[src/rtl/bt_slot_timer.sv]
module bt_slot_timer #(
  parameter int SLOT_W     = 28,
  parameter int PHASE_W    = 12,
  parameter int PHASE_LAST = 3749,
  parameter int PRE_W      = 4
) (
  input  logic               clk,
  input  logic               rst_n,
  input  logic               tick_en,
  input  logic [PRE_W-1:0]   presc,
  input  logic               wr_en,
  input  logic [2:0]         wr_addr,
  input  logic [31:0]        wr_data,
  output logic [PHASE_W-1:0] phase,
  output logic [SLOT_W-1:0]  native_slot,
  output logic [PHASE_W-1:0] master_phase,
  output logic [SLOT_W-1:0]  master_slot,
  output logic               half_slot_strobe,
  output logic               master_strobe,
  output logic               tx_start,
  output logic               rx_start,
  output logic [1:0]         task_en,
  output logic [1:0]         task_irq
);

  localparam logic [PHASE_W:0]   PH_MOD  = (PHASE_W+1)'(PHASE_LAST + 1);
  localparam logic [PHASE_W-1:0] PH_LAST = PHASE_W'(PHASE_LAST);

  logic [PRE_W-1:0]   pre_cnt;
  logic [SLOT_W-1:0]  off_slot;
  logic [PHASE_W-1:0] off_ph;
  logic [SLOT_W-1:0]  t_slot  [2];
  logic [PHASE_W-1:0] t_phase [2];
  logic [1:0]         hit, start_q;

  wire adv = tick_en && (pre_cnt >= presc);
  wire at_last = (phase == PH_LAST);

  wire [PHASE_W:0] ph_sum = {1'b0, phase} + {1'b0, off_ph};
  wire ph_carry = (ph_sum >= PH_MOD);

  assign master_phase = ph_carry ? PHASE_W'(ph_sum - PH_MOD) : ph_sum[PHASE_W-1:0];
  assign master_slot  = native_slot + off_slot + SLOT_W'(ph_carry);
  assign half_slot_strobe = adv && at_last;
  assign master_strobe    = adv && (master_phase == PH_LAST);
  assign tx_start = start_q[0];
  assign rx_start = start_q[1];

  always_comb
    for (int i = 0; i < 2; i++)
      hit[i] = task_en[i] && (master_slot == t_slot[i]) && (master_phase == t_phase[i]);

  always_ff @(posedge clk) begin
    if (!rst_n) begin
      pre_cnt     <= '0;
      phase       <= '0;
      native_slot <= '0;
    end else if (tick_en) begin
      pre_cnt <= adv ? '0 : pre_cnt + 1'b1;
      if (adv) begin
        phase       <= at_last ? '0 : phase + 1'b1;
        native_slot <= native_slot + SLOT_W'(at_last);
      end
    end
  end

  always_ff @(posedge clk) begin
    if (!rst_n) begin
      off_slot <= '0;
      off_ph   <= '0;
      task_en  <= '0;
      task_irq <= '0;
      start_q  <= '0;
      for (int i = 0; i < 2; i++) begin
        t_slot[i]  <= '0;
        t_phase[i] <= '0;
      end
    end else begin
      if (wr_en && wr_addr == 3'd0) off_slot <= wr_data[SLOT_W-1:0];
      if (wr_en && wr_addr == 3'd1 && wr_data <= 32'(PHASE_LAST)) off_ph <= wr_data[PHASE_W-1:0];
      for (int i = 0; i < 2; i++) begin
        if (wr_en && wr_addr == 3'(2 + 2*i)) t_slot[i] <= wr_data[SLOT_W-1:0];
        if (wr_en && wr_addr == 3'(3 + 2*i)) begin
          t_phase[i] <= wr_data[PHASE_W-1:0];
          task_en[i] <= wr_data[31];
        end
        if (wr_en && wr_addr == 3'd6 && wr_data[i]) task_irq[i] <= 1'b0;
        if (hit[i]) begin
          task_en[i]  <= 1'b0;
          task_irq[i] <= 1'b1;
        end
      end
      start_q <= hit;
    end
  end

endmodule

[config.mk]
export PLATFORM = sky130hd
export DESIGN_NAME = bt_slot_timer
export DESIGN_NICKNAME = d
export VERILOG_FILES = /design/src/rtl/bt_slot_timer.sv
export SDC_FILE = /design/constraint.sdc
export NUM_CORES = 1
export LEC_CHECK = 0
export ABC_AREA = 1
export BUFFER_PORTS_ARGS = -buffer_cell sky130_fd_sc_hd__buf_2
export CAP_MARGIN = 20
export CORE_MARGIN = 2
export CORE_UTILIZATION = 62
export CTS_BUF_LIST = sky130_fd_sc_hd__clkbuf_4 sky130_fd_sc_hd__clkbuf_8
export DETAILED_ROUTE_END_ITERATION = 10
export HOLD_SLACK_MARGIN = 0.02
export PLACE_DENSITY = 0.86
export SYNTH_ARGS = -nofsm -noshare
export SYNTH_HDL_FRONTEND = slang
export SYNTH_SLANG_ARGS = --single-unit
[constraint.sdc]
create_clock -name clk -period 6.12 [get_ports clk]
set_input_delay 0.918 -clock clk [delete_from_list [all_inputs] [get_ports clk]]
set_output_delay 0.918 -clock clk [all_outputs]
set_load 0.01 [all_outputs]
-- Word level (Yosys, flattened, before mapping)
Memory sizes are Yosys's and may differ from the RTL's.
Cells that the tools add are included.
- flip-flop bits (word level): 90
- RAM bits: 80
- bits of input ports: 43
- output and inout port bits: 88
- logic and storage cells: 86
- memories kept: 2
- memory list (memory ; words ; width ; rd ports ; clocked after memory_dff ; wr ports ; RTL line ; RTL):
    t_slot ; 2 ; 28 ; 2 ; 0 ; 2 ; 32 ; logic [SLOT_W-1:0] t_slot [2];
    t_phase ; 2 ; 12 ; 2 ; 0 ; 2 ; 33 ; logic [PHASE_W-1:0] t_phase [2];
- $add $sub $neg: 7
- $lt $le $gt $ge: 3
- equality and inequality tests: 12
- multiplexer cells: 24
- bitwise gates (word level): 5
- reduce and logical (&&, ||, !) cells: 23
- operators by type and width (kind ; number):
    adder 28 x 1 -> 28 bit ; 2
    == test 28 bit ; 2
    two-way mux 28 bit ; 2
    two-way mux 12 bit ; 4
    less-or-equal comparator 32 x 12 -> 1 bit, second input constant ; 1
    adder 28 bit ; 1
    == test 12 bit ; 2
    == test 12 bit, second input constant ; 2
    logical AND 1 bit ; 17
    two-way mux 1 bit ; 17
    adder 12 x 12 -> 13 bit ; 1
    >= comparator 13 x 12 -> 1 bit, second input constant ; 1
    adder 12 x 1 -> 12 bit, second input constant ; 1
    subtractor 12 bit, second input constant ; 1
    == test 3 bit, second input constant ; 3
    == test 3 x 2 -> 1 bit, second input constant ; 2
    adder 4 x 1 -> 4 bit, second input constant ; 1
    >= comparator 4 bit ; 1
    two-way mux 4 bit ; 1
    OR 1 bit ; 4
    nonzero test 2 bit ; 2
    OR reduction 2 bit ; 2
    == test 3 x 1 -> 1 bit, second input constant ; 1
    logical NOT 3 bit ; 1
    other kinds (2) ; 2

-- Longest topological paths before layout
- word-level depth: 7
- depth in mapped cells: 40
- gate-level depth less buffers: 39

-- Least setup slack after synthesis
Ideal clock, no wire load.
- path type: register to output
- from: register phase[0]
- to: output master_slot[24]
- arrival time: 4072 ps
- data required time: 5202 ps
- path slack: 1130 ps
- cell stages (with the launch flop): 29
- path buffers: 1
- path through: dfxtp_1 -> ha_1 -> inv_1 -> fa_1 -> inv_1 -> nand3_1 -> nand2_1 -> nand2_1 -> nand2_1 -> nand2_1 -> nand2_2 -> nand2_1 -> nor2_4 -> nand3_4 -> nand3_4 -> buf_12 -> inv_1 -> fa_1 -> fa_1 -> inv_1 -> nand3_1 -> nand2_1 -> nand2_1 -> nand2_1 -> nand2_1 -> nand2_1 -> a21oi_1 -> o211ai_1 -> nand2_1
- cells in the longest elaborated chain, start to end: 3
- RTL lines (item ; RTL line ; RTL):
    start: declaration ; 14 ; output logic [PHASE_W-1:0] phase,
    start signal: assignment ; 61 ; phase <= at_last ? '0 : phase + 1'b1;
    adder 12 x 12 -> 13 bit ; 39 ; wire [PHASE_W:0] ph_sum = {1'b0, phase} + {1'b0, off_ph};
    >= comparator 13 x 12 -> 1 bit ; 40 ; wire ph_carry = (ph_sum >= PH_MOD);
    adder 28 x 1 -> 28 bit ; 43 ; assign master_slot = native_slot + off_slot + SLOT_W'(ph_carry);
    end: declaration ; 17 ; output logic [SLOT_W-1:0] master_slot,
Every way passes these cells.

-- Worst setup path after layout
Same ends and word-level chain as after synthesis.

==> results.json <==
{
  "slowest_stage": "fa_1",
  "r2r_slack_ps": 930,
  "fillers": 1610,
  "syn2layout_area_growth_pct": 11.3,
  "fin_setup_tns_ps": 0,
  "cts_buffer_depth": 2,
  "clock.fmax_mhz": 174,
  "synth_compound_gate_area_share": 0.0878,
  "place_hpwl_um": 31600,
  "synth_cell_type_count": 49,
  "overflow": 0,
  "grt_pass1_wl_um": 60100,
  "status": "finished, final reports clean",
  "cts_sinks": 170,
  "clk_latency_ps": 470,
  "detail_route.vias_per_cell": 5.72,
  "vias": 12600,
  "muxShareOfSynthArea": 0.000834,
  "r2r_end": "start_q[1]",
  "antenna_left": 0,
  "hold_start": "task_irq[0]",
  "synth_warnings": 0,
  "core_area_sq_mm": 0.0188,
  "required_ps": 5200,
  "routabilityCongestion": 1.00,
  "synth_nets": 1891,
  "r2r-start": "phase[0]",
  "fp-row-count": 50,
  "fin_cells": 2209,
  "min_delay_path_depth": 2,
  "die_area_sq_mm": 0.0205,
  "place_inst": 2168,
  "syn_area_sq_mm": 0.0120,
  "synthCells": 1797,
  "final-max-slew-violation-count": 0,
  "startpoint_type": "flip-flop",
  "antenna_found_initial": 1,
  "r2r_cells": 33,
  "fin_util": 0.709,
  "critPathMostFrequentCell": "nand2_1",
  "cp_data_arrival_time_ps": 4840,
  "critPathKind": "flip-flop to primary output",
  "wl_per_cell_um": 17.8,
  "final_nets": 2029,
  "numCtsBuffers": 17,
  "avgSynthCellArea_sq_um": 6.68,
  "fin_crit_ps": 5760,
  "finalWirelength_um": 39300,
  "path_max_fanout": 13,
  "track_usage": 0.387,
  "drive_above_1_share": 0.119,
  "cts_tree": "yes",
  "max_cap_violations": 0,
  "grt_start_max_net_pins": 58,
  "htreeDepth": 4,
  "port_buffers": 130,
  "synth_fa_ha_area_frac": 0.0550,
  "peakVddDrop_uv": 164,
  "die_y_um": 143,
  "synth-seq-cells": 170,
  "hold_path.class": "flip-flop to flip-flop",
  "grt_pass1_vias": 11600,
  "min_to": "task_irq[0]",
  "pwr_density_cell_mw_per_mm2": 174,
  "seq_area_frac_synth": 0.350,
  "setup_violations": 0,
  "p_leak_uw": 0.00702,
  "final_hold_viol_count": 0,
  "cts_root_buffer": "clkbuf_8",
  "critPathMaxStageDelay_ps": 420,
  "clock_skew_ps": 14.1,
  "slew_headroom": 0.403,
  "period_share": 0.941,
  "ios": 131,
  "clkTransAtPathRegs_ps": 90,
  "rsz0062_at_grt": "false",
  "drc": 0,
  "synth_xor_area_frac": 0.0151,
  "initial_core_util": 0.637,
  "drt_first_pass_iters": 6,
  "regArea_sq_mm": 0.00421,
  "synth_top_family_by_area": "simple AND/OR/NAND/NOR gates",
  "worstMarginPinSlew_ps": 888,
  "multi_input_area_sq_mm": 0.00658,
  "die_w_um": 143,
  "end_kind": "primary output",
  "yosys.area_share.simple": 0.388,
  "drtIter0Drc": 1230
}
## how the worst max path moves through the flow
stage | from | endpoint | slack [ps] | cells past startpoint
2_1_floorplan | phase[0] | master_slot[24] | 1130 | 28
3_3_place_gp | phase[0] | master_slot[24] | 570 | 28
3_5_place_dp | phase[0] | master_slot[24] | 440 | 28
4_1_cts | phase[0] | master_slot[24] | 200 | 28
5_1_grt | phase[7] | master_slot[24] | 20 | 24
6_report | phase[0] | master_slot[24] | 360 | 29
## cells in the mapped netlist, drive strengths merged
cell    number  area, sq um
a31oi        1         6.26
o211ai       3         22.5
ha          48          601
or2          3         18.8
dfxtp       90         1800
and3         2         12.5
edfxtp      80         2400
a211oi      13         97.6
nand2      531         2110
nand3      177          916
xnor2        4         35.0
mux2i        1         10.0
xor3         1         23.8
a21o         1         7.51
xor2        14          123
nand4       50          325
inv        295         1110
buf         12         81.3
fa           3         60.1
clkbuf      13         48.8
a21boi       3         22.5
a21oi       95          490
nor2b        1         6.26
nor4         5         31.3
or4          1         7.51
nand3b      30          225
o21ai       61          305
and2         1         6.26
o221a        1         11.3
o21bai       8         60.1
nor3b        2         15.0
nor2       209          807
nor3        34          175
o21a         4         30.0
## kinds of logic (layout without fill, tap and decap cells)
group / after synthesis / after routing
AOI/OAI and AO/OA: 190 / 190
xor gates and xnor gates: 19 / 19
adders and majority gates: 51 / 51
buffers and inverters: 320 / 471
DFF: 170 / 170
muxes: 1 / 1
other: 0 / 1
and+or+nand+nor: 1046 / 1046
## through the flow
step	setup WS, ps	hold WS [ps]	power [uW]	instance area (sq um)
4_1_cts	198	484	2310	13300
3_3_place_gp	569	457	1560	12900
3_5_place_dp	445	471	1570	12900
2_1_floorplan	1130	460	1460	12000
6_report	360	492	2330	13400
5_1_grt	23.0	509	2400	13400
## flip-flops by register name, indices dropped and copies added, names as in the netlist
name and count:
native_slot 28, start_q 2, t_phase 24, phase 12, pre_cnt 4, off_slot 28, task_en 2, t_slot 56
task_irq 2, off_ph 12
## power by group
part	total (uW)	internal (uW)	switching, uW
clock network	771	308	462
registers	1270	1240	29.3
logic	287	91.1	196
## cells in the final DEF, fill, tap and decap left out, drive strengths merged, types with 34 or more instances in the layout
cell type,count
a21oi,95
buf,144
dfxtp,90
edfxtp,80
ha,48
inv,305
nand2,531
nand3,177
nand4,50
nor2,209
nor3,34
o21ai,61
## layout make-up
type / count / area share
Sequential cell: 170 / 0.315
Tap cell: 260 / 0.0244
Timing Repair Buffer: 144 / 0.0581
Clock buffer: 19 / 0.0191
Inverter: 295 / 0.0829
Multi-Input combinational cell: 1307 / 0.492
Clock inverter: 13 / 0.00778
Antenna cell: 1 / 0.000187
## per-layer routing
layer  routed length (um)  track usage  vias up  part of all wire
met3                 4210       0.0845      102              0.11
met2                16800        0.588      670              0.43
met1                16700        0.537     5756              0.43
met5                    0            0        -                 0
li1                     -            -     6101                 -
met4                 1530        0.156        0             0.039
## timing repair
action                                  4_1_cts  5_1_grt
pin swaps                                     1        4
hold buffers                                  0        0
resized for setup                             0        6
hold endpoints to repair                      0        0
endpoints found under the setup margin        1        6
buffers inserted                              1        7
## worst max-delay path: cells and delay by family, from the launching register on
| kind | cells | cell delay (ps) |
|---|---|---|
| buffers and inverters | 6 | 550 |
| adder cells (fa/ha/maj) | 5 | 1580 |
| flip-flops | 1 | 390 |
| AND/OR/NAND/NOR | 16 | 1470 |
| AO/OA/AOI/OAI | 2 | 400 |
(Power assumes the default switching activity.)
